File: src/rtl/evctr_pkg.sv
package evctr_pkg;

  // Stored configuration fields, packed so that the struct lines up with
  // {word[15:8], word[6:0]} of a configuration write.
  typedef struct packed {
    logic [7:0] evsel;
    logic       pmon;
    logic       irq_en;
    logic       ext_en;
    logic [3:0] plm;
  } evctr_cfg_t;

  localparam int CFG_BITS = $bits(evctr_cfg_t);

  function automatic evctr_cfg_t cfg_from_word(input logic [15:0] w);
    return evctr_cfg_t'({w[15:8], w[6:0]});
  endfunction

  function automatic logic [63:0] cfg_to_word(input evctr_cfg_t c);
    logic [63:0] w;
    w       = '0;
    w[15:8] = c.evsel;
    w[6:0]  = {c.pmon, c.irq_en, c.ext_en, c.plm};
    return w;
  endfunction

endpackage

File: src/rtl/evctr_slot.sv
module evctr_slot
  import evctr_pkg::*;
#(
  parameter int CNT_W = 32,
  parameter int NEV   = 8
) (
  input  logic             clk,
  input  logic             rst_n,
  input  logic             cfg_we,
  input  logic             cnt_we,
  input  logic [15:0]      cfg_wd,
  input  logic [CNT_W-1:0] cnt_wd,
  input  logic [NEV-1:0]   event_in,
  input  logic [1:0]       priv_lvl,
  input  logic             frozen,
  output evctr_cfg_t       cfg_q,
  output logic [CNT_W-1:0] cnt_q,
  output logic             inc,
  output logic             carry
);

  logic             ev_hit;
  logic [CNT_W:0]   sum;

  // Event select: values at or above NEV match nothing.
  always_comb begin
    ev_hit = 1'b0;
    for (int e = 0; e < NEV; e++) begin
      if (cfg_q.evsel == 8'(e)) ev_hit = event_in[e];
    end
  end

  // A software data write takes priority, so the increment is dropped.
  assign inc   = ev_hit & cfg_q.plm[priv_lvl] & ~frozen & ~cnt_we;
  assign sum   = {1'b0, cnt_q} + (CNT_W+1)'(1);
  assign carry = inc & sum[CNT_W];

  always_ff @(posedge clk or negedge rst_n) begin
    if (!rst_n) begin
      cfg_q <= '0;
      cnt_q <= '0;
    end else begin
      if (cfg_we) cfg_q <= cfg_from_word(cfg_wd);
      if (cnt_we)   cnt_q <= cnt_wd;
      else if (inc) cnt_q <= sum[CNT_W-1:0];
    end
  end

endmodule

File: src/rtl/evctr_ctl.sv
module evctr_ctl #(
  parameter int NCTR = 4
) (
  input  logic            clk,
  input  logic            rst_n,
  input  logic            stat_we,
  input  logic [NCTR:0]   stat_wd,
  input  logic [NCTR-1:0] carry,
  input  logic [NCTR-1:0] irq_en,
  input  logic [NCTR-1:0] ext_en,
  output logic            frz_q,
  output logic [NCTR-1:0] ovf_q,
  output logic            irq,
  output logic [NCTR-1:0] ext_ovf
);

  logic [NCTR-1:0] ovf_n;
  logic            frz_n;
  logic [NCTR-1:0] fresh_ovf;

  // Hardware sets win over a concurrent software write.
  always_comb begin
    ovf_n     = (stat_we ? stat_wd[NCTR:1] : ovf_q) | carry;
    frz_n     = (stat_we ? stat_wd[0] : frz_q) | (|(carry & irq_en));
    fresh_ovf = carry & irq_en & ~ovf_q;
  end

  always_ff @(posedge clk or negedge rst_n) begin
    if (!rst_n) begin
      frz_q   <= 1'b0;
      ovf_q   <= '0;
      irq     <= 1'b0;
      ext_ovf <= '0;
    end else begin
      frz_q   <= frz_n;
      ovf_q   <= ovf_n;
      irq     <= |fresh_ovf;
      ext_ovf <= carry & ext_en;
    end
  end

endmodule

File: src/rtl/evctr_bank.sv
module evctr_bank
  import evctr_pkg::*;
#(
  parameter int NCTR  = 4,
  parameter int CNT_W = 32,
  parameter int NEV   = 8,
  localparam int NREG = 2 * NCTR + 2,
  localparam int AW   = $clog2(NREG)
) (
  input  logic            clk,
  input  logic            rst_n,
  input  logic            reg_wr,
  input  logic [AW-1:0]   reg_waddr,
  input  logic [63:0]     reg_wdata,
  input  logic [AW-1:0]   reg_raddr,
  output logic [63:0]     reg_rdata,
  input  logic [NEV-1:0]  event_in,
  input  logic [1:0]      priv_lvl,
  output logic            irq,
  output logic [NCTR-1:0] ext_ovf
);

  logic                        stat_we;
  logic [NCTR-1:0]             cfg_we;
  logic [NCTR-1:0]             cnt_we;
  logic [NCTR-1:0]             carry;
  logic [NCTR-1:0]             inc;
  logic [NCTR-1:0]             irq_en;
  logic [NCTR-1:0]             ext_en;
  logic [NCTR-1:0][CNT_W-1:0]  cnt_all;
  evctr_cfg_t                  cfg_all [NCTR];
  logic                        frz_q;
  logic [NCTR-1:0]             ovf_q;
  logic                        unused_wbits;

  assign unused_wbits = ^{reg_wdata[63:16], reg_wdata[7]};
  assign stat_we      = reg_wr && (reg_waddr == '0);

  for (genvar i = 0; i < NCTR; i++) begin : g_slot
    assign cfg_we[i] = reg_wr && (reg_waddr == AW'(2 + 2 * i));
    assign cnt_we[i] = reg_wr && (reg_waddr == AW'(3 + 2 * i));
    assign irq_en[i] = cfg_all[i].irq_en;
    assign ext_en[i] = cfg_all[i].ext_en;

    evctr_slot #(.CNT_W(CNT_W), .NEV(NEV)) u_slot (
      .clk      (clk),
      .rst_n    (rst_n),
      .cfg_we   (cfg_we[i]),
      .cnt_we   (cnt_we[i]),
      .cfg_wd   (reg_wdata[15:0]),
      .cnt_wd   (reg_wdata[CNT_W-1:0]),
      .event_in (event_in),
      .priv_lvl (priv_lvl),
      .frozen   (frz_q),
      .cfg_q    (cfg_all[i]),
      .cnt_q    (cnt_all[i]),
      .inc      (inc[i]),
      .carry    (carry[i])
    );
  end

  evctr_ctl #(.NCTR(NCTR)) u_ctl (
    .clk     (clk),
    .rst_n   (rst_n),
    .stat_we (stat_we),
    .stat_wd (reg_wdata[NCTR:0]),
    .carry   (carry),
    .irq_en  (irq_en),
    .ext_en  (ext_en),
    .frz_q   (frz_q),
    .ovf_q   (ovf_q),
    .irq     (irq),
    .ext_ovf (ext_ovf)
  );

  always_comb begin
    reg_rdata = '0;
    if (reg_raddr == '0) reg_rdata[NCTR:0] = {ovf_q, frz_q};
    for (int i = 0; i < NCTR; i++) begin
      if (reg_raddr == AW'(2 + 2 * i)) reg_rdata = cfg_to_word(cfg_all[i]);
      if (reg_raddr == AW'(3 + 2 * i)) reg_rdata[CNT_W-1:0] = cnt_all[i];
    end
  end

endmodule

File: config.mk
export PLATFORM = sky130hd
export DESIGN_NAME = evctr_bank
export DESIGN_NICKNAME = d
export VERILOG_FILES = /design/src/rtl/evctr_pkg.sv /design/src/rtl/evctr_slot.sv /design/src/rtl/evctr_ctl.sv /design/src/rtl/evctr_bank.sv
export SDC_FILE = /design/constraint.sdc
export NUM_CORES = 1
export LEC_CHECK = 0
export ABC_CLOCK_PERIOD_IN_PS = 5560
export BUFFER_PORTS_ARGS = -buffer_cell sky130_fd_sc_hd__buf_2
export CAP_MARGIN = 20
export CORE_MARGIN = 2
export CORE_UTILIZATION = 45
export DETAILED_ROUTE_END_ITERATION = 8
export GPL_ROUTABILITY_DRIVEN = 0
export SYNTH_ARGS = -nofsm -noshare
export SYNTH_HDL_FRONTEND = slang
export SYNTH_HIERARCHICAL = 1
export SYNTH_SLANG_ARGS = --single-unit
File: constraint.sdc
create_clock -name clk -period 5.56 [get_ports clk]
set_input_delay 0.556 -clock clk [delete_from_list [all_inputs] [get_ports clk]]
set_output_delay 0.556 -clock clk [all_outputs]
set_load 0.05 [all_outputs]
; After elaboration in Yosys (flattened, before gate mapping)
; Index checks and enable logic that the tools add are counted.
[word_totals]
word_cells = 184
latchBits = 0
mem_bits_ro = 0
out_inout_bits = 69
ram_bits = 0
register_bits = 198
n_memories = 0
inputBits = 85
[classes]
muxes = 59
div_mod_pow = 0
addsub = 4
eq_ne = 44
shifts = 0
bitwise_logic = 27
n_lt_le_gt_ge = 1
n_mul = 0
reduce_logical = 21
[op_table]
columns = op, count
row1 = 32-bit 2-to-1 mux, 12
row2 = 64-bit 2-to-1 mux, 3
row3 = "32-bit by 1-bit adder with 33-bit output, second input constant", 4
row4 = "8-bit by 3-bit == test with 1-bit output, second input constant", 16
row5 = "8-bit by 2-bit == test with 1-bit output, second input constant", 8
row6 = 1-bit 2-to-1 mux, 37
row7 = "4-bit by 3-bit == test with 1-bit output, second input constant", 8
row8 = "8-bit by 1-bit == test with 1-bit output, second input constant", 4
row9 = 8-bit zero test, 4
row10 = 1-bit AND, 16
row11 = "4-bit by 2-bit == test with 1-bit output, second input constant", 4
row12 = "4-bit == test, second input constant", 4
row13 = 16-bit 2-to-1 mux, 1
row14 = 4-bit AND, 3
row15 = 1-bit logical AND, 9
row16 = 1-bit binary-select mux with 2-bit select, 4
row17 = 4-bit zero test, 2
row18 = 2-bit nonzero test, 4
row19 = 4-bit OR reduction, 2
row20 = 5-bit 2-to-1 mux, 1
row21 = 1-bit NOT, 5
row22 = 4-bit 2-to-1 mux, 1
row23 = 4-bit NOT, 1
row24 = 4-bit OR, 1
row25 = 2 further kinds, 2

; Longest topological paths before layout
; Gate-level depths: netlist of the first run.
[depth]
depth_word = 16
ltp_mapped = 8
ltp_nobuf = 7

; Hierarchy
; Netlist of the first run, hierarchy kept.
[by_module_without_submodules]
columns = mod, seq_area_each_um2, instances, cells_per_inst, area_per_inst_um2
row1 = evctr_slot (g_slot[0].u_slot ...), 1176.1, 3, 313, 2854.0
row2 = evctr_slot (g_slot[3].u_slot), 1176.1, 1, 270, 2588.7
row3 = evctr_bank, 0.0, 1, 323, 2183.3
row4 = evctr_ctl, 250.2, 1, 32, 425.4

; Least setup slack after synthesis of the first run
; No wires, ideal clock.
[synth_timing]
path_type = input to output
from = input port reg_raddr[2]
to = output port reg_rdata[12]
arrival_time_ns = 2.575
n_path_buf = 3
path_slack_ns = 2.429
required_ns = 5.004
cell_stages = 6
cell_sequence = buf_4 buf_6 buf_4 nand4b_1 o22ai_1 a221oi_1
[synth_via]
elab_chain_len = 9
word_cells_on_any_way = 16
cone_classes = 8 x eq/ne / 8 x mux
[synth_lines]
columns = item, line
row1 = "start, declared", evctr_bank.sv:15  ; input logic [AW-1:0] reg_raddr,
row2 = 4-bit by 2-bit == test with 1-bit output, evctr_bank.sv:80  ; if (reg_raddr == AW'(2 + 2 * i)) reg_rdata = cfg_to_word(cfg_all[i]);
row3 = 16-bit 2-to-1 mux, evctr_bank.sv:80
row4 = 32-bit 2-to-1 mux, evctr_bank.sv:81  ; if (reg_raddr == AW'(3 + 2 * i)) reg_rdata[CNT_W-1:0] = cnt_all[i];
row5 = 64-bit 2-to-1 mux, evctr_bank.sv:80
row6 = 32-bit 2-to-1 mux, evctr_bank.sv:81
row7 = 64-bit 2-to-1 mux, evctr_bank.sv:80
row8 = 32-bit 2-to-1 mux, evctr_bank.sv:81
row9 = 64-bit 2-to-1 mux, evctr_bank.sv:80
row10 = 32-bit 2-to-1 mux *, evctr_bank.sv:81
row11 = "end, declared", evctr_bank.sv:16  ; output logic [63:0] reg_rdata,
; Every way passes the cells marked *; elsewhere a longest branch is shown, timed or not.

; Worst setup path after layout of the first run
[layout_timing]
from = input port reg_raddr[1]
to = output port reg_rdata[18]
[layout_via]
elab_chain_len = 8
word_cells_on_any_way = 14
cone_classes = 7 x eq/ne / 7 x mux
[layout_lines]
columns = item, line
row1 = 4-bit by 2-bit == test with 1-bit output, evctr_bank.sv:81
row2 = 32-bit 2-to-1 mux, evctr_bank.sv:81
row3 = 64-bit 2-to-1 mux, evctr_bank.sv:80
row4 = 32-bit 2-to-1 mux, evctr_bank.sv:81
row5 = 64-bit 2-to-1 mux, evctr_bank.sv:80
row6 = 32-bit 2-to-1 mux, evctr_bank.sv:81
row7 = 64-bit 2-to-1 mux, evctr_bank.sv:80
row8 = 32-bit 2-to-1 mux *, evctr_bank.sv:81
; Marked as above.

==> results of run 1 <==
metal layers:
metal  global-route usage (%)  routed length (um)  up-vias
met4                    13.11                2172        0
met2                    47.23               21720      620
met5                        0                   0        -
li1                         -                   -     5956
met1                    43.62               21400     6535
met3                    3.965                3405      112
area by class of cell:
| type | count | area, um^2 | area share, % |
|---|---|---|---|
| multi-input combinational | 1237 | 8119 | 54.27 |
| sequential | 198 | 4955 | 33.12 |
| timing repair buffer | 117 | 675.6 | 4.516 |
| tap | 390 | 488.0 | 3.261 |
| clock buffer | 19 | 442.9 | 2.960 |
| clock inverter | 13 | 180.2 | 1.204 |
| inverter | 27 | 101.3 | 0.6774 |
sequential cells by signal (all words and copies together) (netlist names):
name / flops
u_ctl/irq: 1
g_slot.u_slot/cnt_q: 128
u_ctl/ext_ovf: 4
g_slot.u_slot/cfg_q: 60
u_ctl/ovf_q: 4
u_ctl/frz_q: 1
per-stage QoR:
stage / setup WS (ns) / util [%]
3_3_place_gp: 1.896 / 47.92
4_1_cts: 1.886 / 50.01
3_5_place_dp: 1.880 / 47.92
6_report: 1.761 / 50.08
2_1_floorplan: 2.429 / -
5_1_grt: 1.665 / 50.08
worst register-to-register path: stages (launching register included):
cell and delay [ns]:
dfrtp_1 0.44, nor4_2 0.50, o211ai_1 0.22, or4_1 0.77, nor4_2 0.95, a22oi_1 0.28, nand3_1 0.13
report_power, final:
group / total (mW) / leakage (nW) / internal (mW) / switching, mW
sequential: 2.18 / 2.24 / 1.73 / 0.454
combinational: 1.30 / 3.26 / 0.519 / 0.786
clock: 1.36 / 0.302 / 0.702 / 0.656
how the worst max path moves through the flow:
stage / start / slack [ns] / depth (start not counted) / to
floorplan: reg_raddr[2] / 2.43 / 6 / reg_rdata[12]
global placement: reg_raddr[0] / 1.90 / 7 / reg_rdata[18]
detailed placement: reg_raddr[0] / 1.88 / 7 / reg_rdata[18]
CTS: reg_raddr[0] / 1.89 / 7 / reg_rdata[18]
global route: reg_raddr[0] / 1.67 / 7 / reg_rdata[16]
finish: reg_raddr[1] / 1.76 / 7 / reg_rdata[18]
layout by cell type, fill, tap and decap left out, types with 37 or more instances in the layout:
| master | instances |
|---|---|
| nor3_1 | 39 |
| nand2b_1 | 40 |
| mux2_2 | 75 |
| a31oi_1 | 76 |
| nand4_1 | 40 |
| buf_2 | 88 |
| or3_1 | 40 |
| a22oi_1 | 48 |
| mux2i_1 | 39 |
| dfrtp_1 | 198 |
| nor2_1 | 109 |
| nand2_1 | 106 |
| o21ai_0 | 85 |
| nor2b_1 | 37 |
| nand3_1 | 92 |
==> impl_metrics.py, run 1 <==
metrics = {
    "status": {
        "outcome": "finished clean",
    },
    "clock_tree": {
        "clk_pin_slew_worst_paths_ns": 0.08,
        "worstSkewPairLatency_ns": 0.46,
        "post_cts_resized": 0,
        "max-clock-path-buffers": 2,
        "cts-root-buf": "clkbuf_16",
        "ctsHtreeMaxLevel": 4,
        "tritoncts": "yes",
        "cts_hold_buf": 0,
        "cts.repair_timing.setup_buffer_count": 0,
        "cts_inserted_buffers": 17,
        "cts_sinks": 198,
    },
    "grt": {
        "track_usage_pct": 30.78,
        "first_pass_grt_wire_length_um": 73590,
        "gr_ovfl_total": 0,
        "first_global_vias": 11990,
        "antenna_violations_before_repair": 0,
        "grt_max_degree": 121,
    },
    "final_layout": {
        "final_layout_size_suffix_gt1_share_pct": 17.38,
        "syn_to_final_growth_pct": 8.857,
        "layoutNonFillerInstCount": 2001,
        "final_nets": 1687,
        "antenna_cells_inserted": 0,
        "layout.filler_cells": 2854,
        "final_design_area_no_fill_um2": 14960,
    },
    "power_and_ir_drop": {
        "cellLeakagePower_nw": 5.800,
        "powerDensity_nw_per_um2": 323.6,
        "ir_worst_vdd_uv": 229.7,
        "report.power.total_mw": 4.842,
    },
    "placed_design": {
        "port-buffer-count": 89,
        "placed_area_um2": 14320,
        "dp_hpwl_um": 34410,
        "dp.cells": 1966,
    },
    "timing": {
        "setup_repair_after_global_routing_missed_its_margin": "false",
        "post-route-period-util_pct": 68.32,
        "timing_max_transition_violations_final": 0,
        "fmax_mhz": 263.2,
        "slew_worst_pin_ns": 1.118,
        "finalHoldWorstSlack_ns": 0.1252,
        "timing.final.crit_period_ns": 3.799,
        "slew_headroom_pct": 25.36,
        "finalClockSkew_ns": 0.02279,
        "setup_total_negative_slack_ns": 0,
        "hold_viol_final": 0,
        "setup-violations-final": 0,
    },
    "logic_synthesis": {
        "synth.cell_area_um2": 13740,
        "ys.warnings.count": 6,
        "average_footprint_of_a_synthesized_cell_um2": 8.811,
        "post_synth_inst_count": 1560,
    },
    "setup_path": {
        "critPathBufInv": 3,
        "r2r_worst_path_depth": 6,
        "cell_class_contributing_the_biggest_share_of_worst_path_delay": "simple AND/OR/NAND/NOR gates",
        "regToRegEndpoint": "u_ctl/frz_q",
        "max_stage_delay_ns": 0.92,
        "worst_r2r_startpoint": "g_slot[2].u_slot/cfg_q[12]",
        "timing.reg2reg.setup_slack_ns": 2.21,
        "timing.critical_path.arrival_ns": 3.24,
        "worst-endpoint-required_ns": 5.00,
        "critPathCaptureType": "output pin",
        "startpoint_type": "input pin",
        "cp_slowest_cell": "nor2_2",
        "timing.critical_path.cells": "buf_2, buf_4, nand2_1, nor2_2, a22oi_1, o21ai_0, buf_2",
        "setup.worst_path.class": "in2out",
        "crit_path_max_fanout": 39,
        "critical-path-top-cell-by-count": "buf_2",
    },
    "drt": {
        "via_count": 13220,
        "firstDrtPassIters": 6,
        "routedWlPerCell_um": 24.33,
        "initialDrtViolationCount": 1555,
        "finalWirelength_um": 48690,
        "route.antenna.remaining_nets": 0,
        "drt_drc_violations_left": 0,
        "vias_per_cell": 6.608,
    },
    "die": {
        "num_io_pins": 154,
        "die_height_um": 178.8,
        "die_area_um2": 31960,
        "starting_density_pct": 46.01,
        "die_width_um": 178.8,
        "placementRows": 63,
        "floorplan.core_area_um2": 29870,
    },
    "job": {
        "max-cap-violations": 0,
    },
    "worst_hold_path": {
        "min-delay-path-class": "in2async",
    },
}
Note: power is estimated with default switching activity, not from simulation.
==> inputs of run 2 (changes only) <==
--- a/config.mk
+++ b/config.mk
@@ -5,13 +5,15 @@
 export SDC_FILE = /design/constraint.sdc
 export NUM_CORES = 1
 export LEC_CHECK = 0
-export ABC_CLOCK_PERIOD_IN_PS = 5560
+export ABC_AREA = 1
+export ABC_CLOCK_PERIOD_IN_PS = 3300
 export BUFFER_PORTS_ARGS = -buffer_cell sky130_fd_sc_hd__buf_2
 export CAP_MARGIN = 20
 export CORE_MARGIN = 2
 export CORE_UTILIZATION = 45
 export DETAILED_ROUTE_END_ITERATION = 8
 export GPL_ROUTABILITY_DRIVEN = 0
+export PLACE_DENSITY = 0.66
 export SYNTH_ARGS = -nofsm -noshare
 export SYNTH_HDL_FRONTEND = slang
 export SYNTH_HIERARCHICAL = 1
==> constraint.sdc (replaced) <==
create_clock -name clk -period 3.3 [get_ports clk]
set_input_delay 0.33 -clock clk [delete_from_list [all_inputs] [get_ports clk]]
set_output_delay 0.33 -clock clk [all_outputs]
set_load 0.05 [all_outputs]
==> impl_metrics.py, run 2 <==
metrics = {
    "status": {
        "outcome": "finished clean",
    },
    "placed_design": {
        "place_ws_ns": 0.8505,
        "port-buffer-count": 89,
        "dp_hpwl_um": 41880,
        "dp.cells": 2834,
    },
    "clock_tree": {
        "ctsHtreeMaxLevel": 4,
        "max-clock-path-buffers": 2,
        "worstSkewPairLatency_ns": 0.47,
        "cts.repair_timing.setup_buffer_count": 0,
        "cts-root-buf": "clkbuf_16",
        "cts_inserted_buffers": 17,
        "cts_sinks": 198,
        "clk_pin_slew_worst_paths_ns": 0.09,
        "tritoncts": "yes",
    },
    "timing": {
        "timing.final.crit_period_ns": 2.483,
        "post-route-period-util_pct": 75.25,
        "finalHoldWorstSlack_ns": 0.2250,
        "fmax_mhz": 402.7,
        "hold_viol_final": 0,
        "finalClockSkew_ns": 0.01308,
        "layout_setup_ws_ns": 0.8167,
        "setup_total_negative_slack_ns": 0,
        "setup_repair_after_global_routing_missed_its_margin": "false",
        "setup-violations-final": 0,
        "timing_max_transition_violations_final": 0,
        "slew_headroom_pct": 40.18,
        "slew_worst_pin_ns": 0.8973,
    },
    "final_layout": {
        "final_nets": 2495,
        "max_flop_register": "g_slot.u_slot/cnt_q",
        "mostFrequentLayoutCells": "1017 x nand2_1, 265 x nor2_1, 198 x dfrtp_1, 193 x nand3_1, 148 x inv_1",
        "final_common_cell": "nand2_1",
        "antenna_cells_inserted": 0,
        "syn_to_final_growth_pct": 7.743,
        "largest_register_ffs": 128,
        "reg_top3": "g_slot.u_slot/cnt_q: 128 flops, g_slot.u_slot/cfg_q: 60 flops",
        "layoutNonFillerInstCount": 2867,
        "final_layout_size_suffix_gt1_share_pct": 11.33,
    },
    "die": {
        "die_width_um": 188.2,
        "die_area_um2": 35420,
        "placementRows": 67,
        "num_io_pins": 154,
        "starting_density_pct": 45.65,
        "floorplan.core_area_um2": 33450,
        "die_height_um": 188.2,
    },
    "setup_path": {
        "worst-endpoint-required_ns": 2.97,
        "timing.critical_path.arrival_ns": 2.15,
        "critPathBufInv": 4,
        "critical-path-top-cell-by-count": "nand2_1",
        "cell_class_contributing_the_biggest_share_of_worst_path_delay": "buffers and inverters",
        "timing.reg2reg.setup_slack_ns": 0.87,
        "critPathCaptureType": "output pin",
        "startpoint_type": "input pin",
        "setup.worst_path.class": "in2out",
        "max_stage_delay_ns": 0.35,
        "timing.critical_path.cells": "buf_2, nand2_8, inv_2, nand2_4, inv_2, nand2_1, nand2_1, nor2_1, nand3_1, nand2_1, nand3_1, buf_2",
        "crit_path_max_fanout": 21,
        "cp_slowest_cell": "inv_2",
    },
    "power_and_ir_drop": {
        "ir_worst_vdd_uv": 417.5,
        "powerDensity_nw_per_um2": 592.1,
        "cellLeakagePower_nw": 7.687,
        "report.power.total_mw": 9.741,
    },
    "grt": {
        "gr_ovfl_total": 0,
        "track_usage_pct": 32.07,
        "first_global_vias": 14680,
        "grt_max_degree": 97,
        "first_pass_grt_wire_length_um": 86530,
        "antenna_violations_before_repair": 2,
    },
    "drt": {
        "finalWirelength_um": 56070,
        "drt_drc_violations_left": 0,
        "via_count": 16000,
        "route.antenna.remaining_nets": 0,
        "vias_per_cell": 5.579,
        "initialDrtViolationCount": 1883,
        "firstDrtPassIters": 6,
        "routedWlPerCell_um": 19.56,
    },
    "job": {
        "max-cap-violations": 0,
    },
    "worst_hold_path": {
        "min-delay-path-class": "in2reg",
    },
    "logic_synthesis": {
        "average_footprint_of_a_synthesized_cell_um2": 6.492,
        "post_synth_inst_count": 2352,
        "ys.warnings.count": 6,
        "synth.cell_area_um2": 15270,
    },
}
## run 2: changes by cell type in the layout (fill, tap and decap cells not counted), sizes merged, moves of 39 or more
cell    previous run  this run
a22oi             49         0
a31oi             76         0
inv               33       173
mux2              81        42
mux2i             39         0
nand2            106      1042
nand2b            40         0
nand3             93       209
nor2             114       296
nor2b             41         0
or3               40         0
xor2               1        51
## run 2: worst reg2reg max path, delay by kind of cell (launching register included)
family                 cells  cell delay, ns
buffers and inverters      1            0.08
and+or+nand+nor            7            1.64
DFF                        1            0.50
AOI/OAI and AO/OA          1            0.12
## run 2: report_power, final
group / total [mW] / leakage [nW] / switching [mW] / internal, mW
Sequential: 4.58 / 2.54 / 1.40 / 3.18
Combinational: 3.00 / 4.87 / 1.87 / 1.13
Clock: 2.16 / 0.279 / 1.14 / 1.02
## run 2: worst paths after layout
kind | startpoint | endpoint | depth (start not counted)
worst max register to register | u_ctl/frz_q | g_slot[3].u_slot/cnt_q[3] | 9
worst min-delay path | reg_wdata[30] | g_slot[2].u_slot/cnt_q[30] | 3
max in group asynchronous | rst_n | g_slot[2].u_slot/cnt_q[15] | 3
worst max-delay path | reg_raddr[0] | reg_rdata[6] | 12
worst min register to register | g_slot[0].u_slot/cfg_q[6] | g_slot[0].u_slot/cfg_q[6] | 1
min in group asynchronous | rst_n | g_slot[3].u_slot/cnt_q[13] | 2
## run 2: repair_timing
item / 4_1_cts / 5_1_grt
gates resized for setup: 0 / 0
endpoints found under the hold margin: 4 / 0
hold buffers: 1 / 0
## run 2: area by class of cell
| type | instances | area (um^2) |
|---|---|---|
| clock inverters | 14 | 162.7 |
| well taps | 448 | 560.5 |
| clock buffers | 18 | 429.2 |
| repair buffers | 108 | 624.3 |
| inverters | 169 | 654.4 |
| flip-flops and latches | 198 | 4955 |
| multi-input cells | 1912 | 9066 |
| fillers | 3439 | 17000 |
## run 2: through the flow
step | cell area [um^2] | utilization (%)
finish | 16450 | 49.19
global route | 16450 | 49.19
CTS | 16450 | 49.19
detailed placement | 15850 | 47.39
global placement | 15850 | 47.39
floorplan | 15390 | -
## run 2: routing by layer
layer | vias up | wire [um] | share of wire, % | GRT usage (%)
met5 | - | 13 | 0.023 | 0
met4 | 2 | 2771 | 4.9 | 14.29
met3 | 141 | 5530 | 9.9 | 5.662
met2 | 862 | 24610 | 44 | 49.40
met1 | 7535 | 23150 | 41 | 44.10
li1 | 7455 | - | - | -
